===== src/rtl/pic_pkg.sv =====
package pic_pkg;
  localparam int LINES_DEF = 8;
endpackage


===== src/rtl/pic_lowest_set.sv =====
module pic_lowest_set #(
  parameter int N = pic_pkg::LINES_DEF,
  localparam int W = $clog2(N)
) (
  input  logic [N-1:0] vec,
  output logic         any,
  output logic [W-1:0] idx
);
  always_comb begin
    any = |vec;
    idx = '0;
    for (int i = N - 1; i >= 0; i--) begin
      if (vec[i]) idx = W'(i);
    end
  end
endmodule


===== src/rtl/pic_arrival_queue.sv =====
module pic_arrival_queue #(
  parameter int N = pic_pkg::LINES_DEF,
  localparam int W = $clog2(N)
) (
  input  logic         clk,
  input  logic         rst_n,
  input  logic [N-1:0] arrive,
  input  logic         drop_en,
  input  logic [W-1:0] drop_id,
  output logic         head_valid,
  output logic [W-1:0] head_id,
  output logic [W:0]   occupancy
);
  logic [W-1:0] slot_q [N];
  logic [W-1:0] slot_d [N];
  logic [W:0]   cnt_q, cnt_d;

  always_comb begin
    logic [W:0] k;
    k = '0;
    for (int i = 0; i < N; i++) slot_d[i] = slot_q[i];
    // keep surviving entries in their order
    for (int i = 0; i < N; i++) begin
      if ((W+1)'(i) < cnt_q && !(drop_en && slot_q[i] == drop_id)) begin
        slot_d[k[W-1:0]] = slot_q[i];
        k = k + {{W{1'b0}}, 1'b1};
      end
    end
    // append this cycle's arrivals, lowest index first
    for (int j = 0; j < N; j++) begin
      if (arrive[j] && k < (W+1)'(N)) begin
        slot_d[k[W-1:0]] = W'(j);
        k = k + {{W{1'b0}}, 1'b1};
      end
    end
    cnt_d = k;
  end

  always_ff @(posedge clk or negedge rst_n) begin
    if (!rst_n) begin
      cnt_q <= '0;
      for (int i = 0; i < N; i++) slot_q[i] <= '0;
    end else begin
      cnt_q <= cnt_d;
      for (int i = 0; i < N; i++) slot_q[i] <= slot_d[i];
    end
  end

  assign head_valid = (cnt_q != '0);
  assign head_id    = slot_q[0];
  assign occupancy  = cnt_q;

  a_r4_no_overrun: assert property (@(posedge clk) disable iff (!rst_n)
    cnt_q <= (W+1)'(N));
endmodule


===== src/rtl/pic_service_track.sv =====
module pic_service_track #(
  parameter int N = pic_pkg::LINES_DEF,
  localparam int W = $clog2(N)
) (
  input  logic         clk,
  input  logic         rst_n,
  input  logic         set_en,
  input  logic [W-1:0] set_id,
  input  logic         retire,
  output logic [N-1:0] active
);
  logic [N-1:0] act_q, after_retire;

  // x & (x-1) drops the lowest-index set bit: the most urgent level
  assign after_retire = retire ? (act_q & (act_q - 1'b1)) : act_q;

  always_ff @(posedge clk or negedge rst_n) begin
    if (!rst_n) act_q <= '0;
    else if (set_en) act_q <= after_retire | (N'(1) << set_id);
    else act_q <= after_retire;
  end

  assign active = act_q;

  // one end-of-service removes exactly one level
  a_r8_retire_one: assert property (@(posedge clk) disable iff (!rst_n)
    (retire && !set_en && act_q != '0) |=>
      ($countones(act_q) == $countones($past(act_q)) - 1));

  // end-of-service with nothing active leaves nothing active
  a_r8_retire_empty: assert property (@(posedge clk) disable iff (!rst_n)
    (retire && !set_en && act_q == '0) |=> (act_q == '0));
endmodule


===== src/rtl/pic_nest_ctrl.sv =====
module pic_nest_ctrl #(
  parameter int N = pic_pkg::LINES_DEF,
  localparam int W = $clog2(N)
) (
  input  logic         clk,
  input  logic         rst_n,
  input  logic         nested_mode,
  input  logic [N-1:0] irq_in,
  output logic         int_req,
  input  logic         int_ack,
  output logic [W-1:0] grant_id,
  input  logic         eoi
);
  logic [N-1:0] pend_q, pend_d, arrive, in_svc;
  logic         pend_any, svc_any, q_valid, accept;
  logic [W-1:0] pend_top, svc_top, q_head;
  logic [W:0]   q_occ;

  assign arrive = irq_in & ~pend_q & ~in_svc;
  assign accept = int_req & int_ack;

  always_comb begin
    pend_d = pend_q | arrive;
    if (accept) pend_d[grant_id] = 1'b0;
  end

  always_ff @(posedge clk or negedge rst_n) begin
    if (!rst_n) pend_q <= '0;
    else pend_q <= pend_d;
  end

  pic_lowest_set #(.N(N)) u_pend_rank (
    .vec(pend_q), .any(pend_any), .idx(pend_top));

  pic_lowest_set #(.N(N)) u_svc_rank (
    .vec(in_svc), .any(svc_any), .idx(svc_top));

  pic_arrival_queue #(.N(N)) u_order (
    .clk(clk), .rst_n(rst_n), .arrive(arrive),
    .drop_en(accept), .drop_id(grant_id),
    .head_valid(q_valid), .head_id(q_head), .occupancy(q_occ));

  pic_service_track #(.N(N)) u_svc (
    .clk(clk), .rst_n(rst_n), .set_en(accept), .set_id(grant_id),
    .retire(eoi), .active(in_svc));

  always_comb begin
    if (nested_mode) begin
      grant_id = pend_top;
      int_req  = pend_any && (!svc_any || pend_top < svc_top);
    end else begin
      grant_id = q_head;
      int_req  = q_valid && !svc_any;
    end
  end

  // sequential mode never offers during an active handler
  a_r3_seq_hold: assert property (@(posedge clk) disable iff (!rst_n)
    (!nested_mode && in_svc != '0) |-> !int_req);

  // the offered line is always a pending one
  a_r5_offer_pending: assert property (@(posedge clk) disable iff (!rst_n)
    int_req |-> pend_q[grant_id]);

  // a line is never pending and in service together
  a_r9_disjoint: assert property (@(posedge clk) disable iff (!rst_n)
    (pend_q & in_svc) == '0);

  // the order queue holds exactly the pending lines
  a_r4_queue_match: assert property (@(posedge clk) disable iff (!rst_n)
    $countones(pend_q) == int'(q_occ));

  // an accepted line enters service and leaves pending
  a_r7_accept: assert property (@(posedge clk) disable iff (!rst_n)
    accept |=> (in_svc[$past(grant_id)] && !pend_q[$past(grant_id)]));

  // a waiting sequential offer holds steady
  a_r10_seq_stable: assert property (@(posedge clk) disable iff (!rst_n)
    (!nested_mode && int_req && !int_ack) |=>
      (nested_mode || (int_req && $stable(grant_id))));
endmodule


===== config.mk =====
export PLATFORM = sky130hd
export DESIGN_NAME = pic_nest_ctrl
export DESIGN_NICKNAME = d
export VERILOG_FILES = /design/src/rtl/pic_pkg.sv /design/src/rtl/pic_lowest_set.sv /design/src/rtl/pic_arrival_queue.sv /design/src/rtl/pic_service_track.sv /design/src/rtl/pic_nest_ctrl.sv
export SDC_FILE = /design/constraint.sdc
export NUM_CORES = 1
export LEC_CHECK = 0
export BUFFER_PORTS_ARGS = -buffer_cell sky130_fd_sc_hd__clkbuf_2
export CAP_MARGIN = 30
export CORE_ASPECT_RATIO = 1.75
export CORE_UTILIZATION = 45
export DETAILED_ROUTE_END_ITERATION = 12
export SLEW_MARGIN = 30
export SYNTH_ARGS = -nofsm -noshare
export SYNTH_HDL_FRONTEND = slang
export SYNTH_SLANG_ARGS = --single-unit
export TNS_END_PERCENT = 50

===== constraint.sdc =====
create_clock -name clk -period 13.4 [get_ports clk]
set_clock_uncertainty 0.05 [all_clocks]
set_input_delay 2.68 -clock clk [delete_from_list [all_inputs] [get_ports clk]]
set_output_delay 2.68 -clock clk [all_outputs]
set_load 0.05 [all_outputs]

==> After elaboration in Yosys (flattened, before gate mapping) <==
Index checks and enable logic that the tools add are counted.
{ "word_totals": {"register_bits": 44, "out_inout_bits": 4} }
{ "classes": {"eq_ne": 8, "magnitude_cmp": 49, "bitwise_logic": 46, "shift": 1, "n_reduce_logical": 55, "add_sub_neg": 16, "mux": 91} }
{ "ops": {"columns": ["operator", "n"], "rows": [
  ["$mux W24", 15],
  ["$bwmux W24", 7],
  ["$demux W3 S3", 15],
  ["$mux W3", 32],
  ["$ge A4 B4 Y1 const B", 15],
  ["$lt A4 B1 Y1 const B", 15],
  ["$mux W4", 15],
  ["$add A4 B1 Y4 const B", 14],
  ["$and A8 B8 Y8", 7],
  ["$not A3 Y4", 14],
  ["$and A16 B16 Y16", 3],
  ["$not A16 Y16", 3],
  ["$not A8 Y8", 6],
  ["$or A16 B16 Y16", 3],
  ["$logic_and A1 B1 Y1", 42],
  ["$or A8 B8 Y8", 5],
  ["$lt A4 B4 Y1 const B", 8],
  ["$and A24 B24 Y24", 1],
  ["$eq A3 B3 Y1", 8],
  ["$mux W8", 3],
  ["$not A24 Y24", 1],
  ["$or A24 B24 Y24", 1],
  ["$lt A3 B4 Y1 const A", 4],
  ["$reduce_or A8 Y1", 2],
  ["other kinds (15)", 27]
]} }

==> Logic depth before layout (Yosys ltp) <==
Gate-level depths: netlist (run 1).
{ "depth": {"word_depth": 59, "mapped_depth": 54, "ltp_nobuf": 53} }

==> Modules after synthesis <==
Synthesis (run 1) repeated with hierarchy kept, for this count alone.
{ "unflattened": {"hier_cells": 969, "hier_area_um2": 7250.7} }
{ "by_module_without_submodules": {"columns": ["mod", "n_inst", "seq_area_each_um2", "cells_per_inst", "area_each_um2"], "rows": [
  ["pic_arrival_queue", 1, 700.7, 844, 6119.6],
  ["pic_nest_ctrl", 1, 200.2, 66, 615.6],
  ["pic_service_track", 1, 200.2, 33, 352.8],
  ["pic_lowest_set", 2, 0.0, 13, 81.3]
]} }

==> Least setup slack after synthesis (run 1) <==
Ideal clock, no wire load.
{ "synth_path": {"path_kind": "input -> register", "startpoint": "in nested_mode", "endpoint": "reg u_order.slot_q (netlist bit u_order.head_id[0])", "setup_ps": 83, "t_arrival_ps": 12028, "slack_ps": 1239, "stages": 50, "path_cell_list": "buf_1 > o211a_1 > clkbuf_1 > nor3_1 > nor3b_1 > and2_1 > nand2_1 > nand2_1 > inv_1 > ha_1 > xnor2_1 > ha_1 > o22ai_1 > xnor2_1 > mux2_2 > ha_1 > o21ai_0 > a21oi_1 > [... 14 more ...] > inv_1 > a211o_1 > mux2_4 > nand2_1 > o2111ai_1 > and2_1 > inv_1 > ha_1 > nand3_1 > o31ai_4 > xnor2_1 > mux2_2 > ha_1 > and3_1 > nand3_1 > xor2_2 > o211ai_1 > o22ai_1"} }
{ "synth_lines": {"columns": ["element", "line_no", "source"], "rows": [
  ["start: declaration", "pic_nest_ctrl.sv:7", "input logic nested_mode,"],
  ["end: declaration", "pic_arrival_queue.sv:14", "logic [W-1:0] slot_q [N];"]
]} }

==> results of run 1 <==
[layer usage]
layer  vias up  routed length (µm)  GRT usage
met5         -                   0          0
met4         0                2140      0.227
met3       124                1200     0.0260
met2       351               14400      0.620
met1      3916               10500      0.368
li1       3958                   -          -
[worst max path at each step]
| stage | to | slack [ns] | depth (start not counted) |
|---|---|---|---|
| 2_1_floorplan | u_order.head_id[0]$_DFF_PN0_ | 1.24 | 50 |
| 3_3_place_gp | u_order.head_id[0]$_DFF_PN0_ | 0.28 | 44 |
| 5_1_grt | u_order.slot_q[10]$_DFF_PN0_ | -0.01 | 49 |
| 6_report | u_order.slot_q[10]$_DFF_PN0_ | 0.71 | 47 |
| 3_5_place_dp | u_order.head_id[0]$_DFF_PN0_ | 0.1 | 44 |
| 4_1_cts | u_order.head_id[0]$_DFF_PN0_ | 0.34 | 46 |
[Yosys cell counts (all sizes together), types with 11 or more instances]
cell type	count	area, µm²
a21oi	73	373
a31oi	13	103
buf	15	83.8
clkbuf	31	116
dfrtp	44	1100
ha	15	188
inv	36	140
mux2	17	195
mux2i	46	460
nand2	112	430
nand2b	13	81.3
nand3	50	255
nand4	15	93.8
nor2	117	449
nor3	60	317
nor4	18	125
o211ai	20	169
o21ai	82	425
o22ai	11	68.8
o31ai	14	119
or3	21	131
xnor2	34	320
[layout by cell type (no fill, tap or decap), drive strengths merged, types with 5 or more instances in the layout]
cell type,synthesis,final
a21o,8,8
nand2b,13,13
a211oi,10,10
o22ai,11,11
or3,21,21
nor2b,8,8
xor2,10,10
or2,8,8
nand3,50,50
dfrtp,44,44
and3,10,10
a31oi,13,13
mux2,17,17
buf,15,29
a21boi,5,5
nor4,18,18
a211o,8,8
nand2,112,112
clkbuf,31,22
o21ai,82,82
o311ai,5,5
o31ai,14,14
o211ai,20,20
nand4,15,15
a21oi,73,73
o2111ai,6,6
nand3b,5,5
xnor2,34,34
nor2,117,117
nor3b,8,8
inv,36,36
xnor3,5,5
o21a,10,10
nor3,60,60
ha,15,15
and2,10,10
a2111oi,6,6
a221oi,7,7
mux2i,46,46
[critical path: cells and delay by family]
family | cells | cell delay (ns)
compound gates | 16 | 3.59
simple gates | 12 | 2.30
fa+ha+maj | 6 | 1.58
mux | 3 | 0.92
xor+xnor | 5 | 0.87
buf+inv | 5 | 0.84
[repair_timing]
item | CTS | global route
setup buffers | 0 | 1
endpoints found under the setup margin | 0 | 27
gates resized for setup | 0 | 10
[logic make-up after synthesis]
kind of cell | synth area share
muxes | 0.0887
and+or+nand+nor | 0.318
buffers and inverters | 0.0460
AOI/OAI and AO/OA | 0.301
adders and majority gates | 0.0254
xor gates and xnor gates | 0.0716
DFF | 0.149
[area by class of cell]
type | instances | area, µm² | share of cell area
clock buffers | 6 | 139 | 0.0175
clock inverters | 2 | 10.0 | 0.00126
multi-input cells | 918 | 6020 | 0.758
inverters | 36 | 140 | 0.0176
flip-flops and latches | 44 | 1100 | 0.139
repair buffers | 45 | 298 | 0.0375
well taps | 189 | 236 | 0.0298
[state kept, by name (all words and copies together) (netlist names)]
name / flops
u_order.slot_q: 21
u_order.head_id: 3
u_order.occupancy: 4
pend_q: 8
u_svc.active: 8
[metrics by stage]
stage	setup WS, ns	TNS, ns	hold WS, ns
4_1_cts	0.345	0	0.550
2_1_floorplan	1.24	0	0.470
3_5_place_dp	0.0989	0	0.540
6_report	0.712	0	0.551
3_3_place_gp	0.283	0	0.522
5_1_grt	-0.0150	-0.0150	0.590
==> metrics.md, run 1 <==
| Metric | Value |
|---|---|
| Final period utilization | 0.947 |
| Number of routed nets with antenna violations | 0 |
| Fin nets | 1078 |
| Final WL | 28300 µm |
| Routed vias | 8349 |
| First-pass GRT wire length | 44400 µm |
| Reg-to-reg startpoint | pend_q[7]$_DFF_PN0_ |
| PortBufs | 16 |
| GRT Total Usage | 0.338 |
| CP endpoint kind | register |
| Most used cell, CP | ha_1 |
| Arrival time worst endpoint | 12.83 ns |
| Setup CP Type | in -> reg |
| Dpl cells | 1231 |
| CTS clk-pin slew, worst paths | 0.07 ns |
| Synthesis warning total | 0 |
| R2R depth | 49 |
| Ys async rst share | 1.00 |
| Worst Path Max Fanout | 15 |
| Total gr overflow | 0 |
| Net count after synthesis | 1072 |
| Initial antenna violation count | 0 |
| Die H | 172 µm |
| Mapped Area | 7390 µm² |
| Remaining DRCs | 0 |
| Top FF cell, synth | dfrtp_1 |
| Clk Latency, worst-skew pair | 0.28 ns |
| Final instance area | 7950 µm² |
| Hold Path Stages | 2 |
| Worst Tran Pin Value | 0.950 ns |
| Setup violations, final | 0 |
| Worst Path Required | 13.54 ns |
| Area of the core | 16000 µm² |
| Placed inst area | 7730 µm² |
| Layout cells sized above 1 | 0.118 |
| Critical path launch point | nested_mode |
| Initial Util | 0.463 |
| Reg-to-reg endpoint | u_order.slot_q[10]$_DFF_PN0_ |
| Vias per cell | 6.73 |
| Max Cap Violations | 0 |
| Slew Limit Fails | 0 |
| Site row count | 61 |
| CTS buffer count | 5 |
| Max incr delay on CP | 0.42 ns |
| Largest net degree at the start of global routing | 45 |
| Initial DRT Pass Iterations | 7 |
| TritonCTS clock tree | built |
| Vias in the first global route | 8048 |
| Routed len/inst | 22.8 µm |
| Iteration-0 DRC count of the detailed router | 546 |
| Routability cong. | 0.993 |
| R2R Setup Slk | 1.94 ns |
| Hold Crit Start | u_svc.active[1]$_DFF_PN0_ |
| Post-DP HPWL | 23100 µm |
| Worst setup SP type | input port |
| Gate Count Post-Synth | 1044 |
| Sequential area share after synthesis | 0.149 |
| Clock Path Buffers | 2 |
| Hold WC Path Type | reg -> reg |
| Die W | 98.9 µm |
| Clk sinks | 44 |
| Rel. slew slack | 0.359 |
| # fillers | 1622 |
| Yosys cell types | 104 |
| Post-synth EDFFs | 0 |
| Fmax achieved | 78.8 MHz |
| Final hold vios | 0 |
| CP max stage cell | a31o_2 |
| Root Driver | clkbuf_16 |
| Area Overhead vs Synth | 7.52% |
| Hold Path End | u_svc.active[1]$_DFF_PN0_ |
| Final core utilization | 0.498 |
| Non-filler cells, final | 1240 |
| H-tree depth | 2 |
| Number of synthesized register bits | 44 |
| Status | complete, no violations |
| CTS Hold Bufs | 0 |
| Final min period | 12.69 ns |
| Die ar. | 17000 µm² |
| Diodes inserted | 0 |
| Syn Area/Cell | 7.08 µm² |
| Io pins | 17 |
Power of run 1 is not shown: default switching activity piles up to over one toggle a cycle in this logic, so the estimate is an artifact.
==> run 2: changes to the inputs <==
- ABC_AREA: default -> 1
==> run 2 against run 1 <==
Final area down 9.8%. First-iteration DRC count is 37% lower. Worst setup slack better by 1.7 ns. Via count decreased by 12%. Largest cell class unchanged. Highest routed layer unchanged.
==> metrics.md, run 2 <==
| Metric | Value |
|---|---|
| Number of synthesized register bits | 44 |
| Routed len/inst | 18.1 µm |
| Hold Path Stages | 2 |
| Max Cap Violations | 0 |
| Iteration-0 DRC count of the detailed router | 343 |
| Hold WC Path Type | reg -> reg |
| Post-DP HPWL | 19900 µm |
| Sequential area share after synthesis | 0.162 |
| Initial antenna violation count | 0 |
| Setup CP Type | in -> reg |
| Net count after synthesis | 1130 |
| Largest Register | u_order.slot_q |
| CTS buffer count | 5 |
| Post-cts resize count | 0 |
| Die W | 94.8 µm |
| PortBufs | 16 |
| TritonCTS clock tree | built |
| Die ar. | 15600 µm² |
| Top FF cell, synth | dfrtp_1 |
| Gate Count Post-Synth | 1102 |
| Yosys cell types | 61 |
| First-pass GRT wire length | 36700 µm |
| Clock Path Buffers | 2 |
| Total gr overflow | 0 |
| Layout cells sized above 1 | 0.170 |
| Area of the core | 14800 µm² |
| Syn Area/Cell | 6.16 µm² |
| Fmax achieved | 91.2 MHz |
| Vias per cell | 5.65 |
| Final core utilization | 0.486 |
| Adder-Cell Fraction of Synth Area | 0.0277 |
| Worst setup SP type | input port |
| Final hold vios | 0 |
| Commonest non-fill, non-tap cells in the layout | 279 x nand2_1, 141 x inv_1, 107 x nor2_1 |
| Root Driver | clkbuf_16 |
| Clk Latency, worst-skew pair | 0.28 ns |
| Arrival time worst endpoint | 11.13 ns |
| Post-Synth Simple-Gate Area | 0.459 |
| Setup violations, final | 0 |
| Worst Tran Pin Value | 0.639 ns |
| H-tree depth | 2 |
| R2R Setup Slk | 3.88 ns |
| R2R depth | 59 |
| Final min period | 10.97 ns |
| GRT Total Usage | 0.312 |
| Io pins | 17 |
| Status | complete, no violations |
| Worst Path Max Fanout | 14 |
| Hold Path End | u_svc.active[7]$_DFF_PN0_ |
| Setup total negative slack | 0 ns |
| Ys async rst share | 1.00 |
| Largest net degree at the start of global routing | 45 |
| Compound-cell area share of the yosys netlist | 0.223 |
| Most common cell after layout, fill and taps aside | nand2_1 |
| Max incr delay on CP | 0.34 ns |
| Synth top area share | 0.162 |
| Post-synth EDFFs | 0 |
| CTS clk-pin slew, worst paths | 0.06 ns |
| Clk sinks | 44 |
| RSZ-0062 raised after global routing | false |
| Routability cong. | 1.04 |
| Reg-to-reg endpoint | u_order.head_id[1]$_DFF_PN0_ |
| Area Overhead vs Synth | 5.66% |
| Rel. slew slack | 0.569 |
| Cell with the most instances after synthesis | nand2_1 |
| Top cells by area, synth | dfrtp_1 16%, nand2_1 15%, inv_1 7.8% |
| Post-CTS Setup Repair Bufs | 0 |
| Xor and xnor area share after synthesis | 0.0155 |
| Die H | 164 µm |
| Worst Path Required | 13.56 ns |
| CTS Hold Bufs | 0 |
| Area leader, netlist | dfrtp_1 |
| CP endpoint kind | register |
| Final period utilization | 0.818 |
| Initial DRT Pass Iterations | 5 |
| Hold Crit Start | u_svc.active[7]$_DFF_PN0_ |
| Reg-to-reg startpoint | u_svc.active[2]$_DFF_PN0_ |
| Mux cell area share after synthesis | 0.00148 |
| Final WL | 23500 µm |
| Slew Limit Fails | 0 |
| Synthesis warning total | 0 |
| Remaining DRCs | 0 |
| Number of routed nets with antenna violations | 0 |
| Largest family of logic cells by synthesized area | simple AND/OR/NAND/NOR gates |
| Site row count | 59 |
| CP max stage cell | ha_1 |
| Vias in the first global route | 7189 |
| Top post-synthesis cells by count | 279 x nand2_1, 141 x inv_1, 107 x nor2_1 |
| Max reg flops | 21 |
| Fin nets | 1141 |
| Initial Util | 0.460 |
| Mapped Area | 6790 µm² |
| Most used cell, CP | nand2_1 |
| Routed vias | 7334 |
| Diodes inserted | 0 |
run 2: cell count changes in the layout (fill, tap and decap cells not counted), sizes merged, moves of 37 or more:
cell / change
a21oi: -43
nor3: -51
nand3: +52
o211ai: +37
mux2i: -45
inv: +139
nand2: +229
run 2: worst max-delay path: cells and delay by family:
family	cells	cell delay, ns
simple gates	37	4.83
fa+ha+maj	7	2.01
buf+inv	11	1.05
compound gates	4	0.56
run 2: routing by layer:
layer  GRT usage  share of wire  vias up
met5           0              0        -
met1       0.322           0.37     3341
met2       0.568           0.51      204
li1            -              -     3697
met4       0.226          0.082        0
met3      0.0341          0.034       92
run 2: area by class of cell:
class	instances	area, µm²
clock buffer	7	143
clock inverter	1	7.51
fill	1639	7590
inverter	177	673
multi-input combinational	869	4930
sequential	44	1100
tap	183	229
timing repair buffer	16	82.6
run 2: logic make-up (layout without fill, tap and decap cells):
family                   after synthesis  count (layout)
buffers and inverters                189             201
adder cells (fa/ha/maj)               15              15
flip-flops                            44              44
AND/OR/NAND/NOR                      609             609
XOR/XNOR                              12              12
AO/OA/AOI/OAI                        232             232
multiplexers                           1               1
run 2: per-stage QoR:
step	area (µm²)	std cells	hold WS, ns	setup slack [ns]
2_1_floorplan	6790	1102	0.445	3.45
3_3_place_gp	7020	1289	0.479	2.38
3_5_place_dp	7020	1289	0.500	2.24
4_1_cts	7170	1297	0.511	2.52
5_1_grt	7170	1297	0.543	1.52
6_report	7170	1297	0.508	2.43
run 2: how the worst max path moves through the flow:
stage	endpoint	slack [ns]	startpoint	depth (start not counted)
after floorplan	u_order.head_id[0]$_DFF_PN0_	3.45	nested_mode	61
after global placement	u_order.head_id[1]$_DFF_PN0_	2.38	nested_mode	59
after detailed placement	u_order.head_id[1]$_DFF_PN0_	2.24	nested_mode	59
after CTS	u_order.head_id[1]$_DFF_PN0_	2.52	nested_mode	59
after global routing	u_order.head_id[1]$_DFF_PN0_	1.52	nested_mode	59
final	u_order.head_id[1]$_DFF_PN0_	2.43	nested_mode	59
Power of run 2 is left out for the same reason.
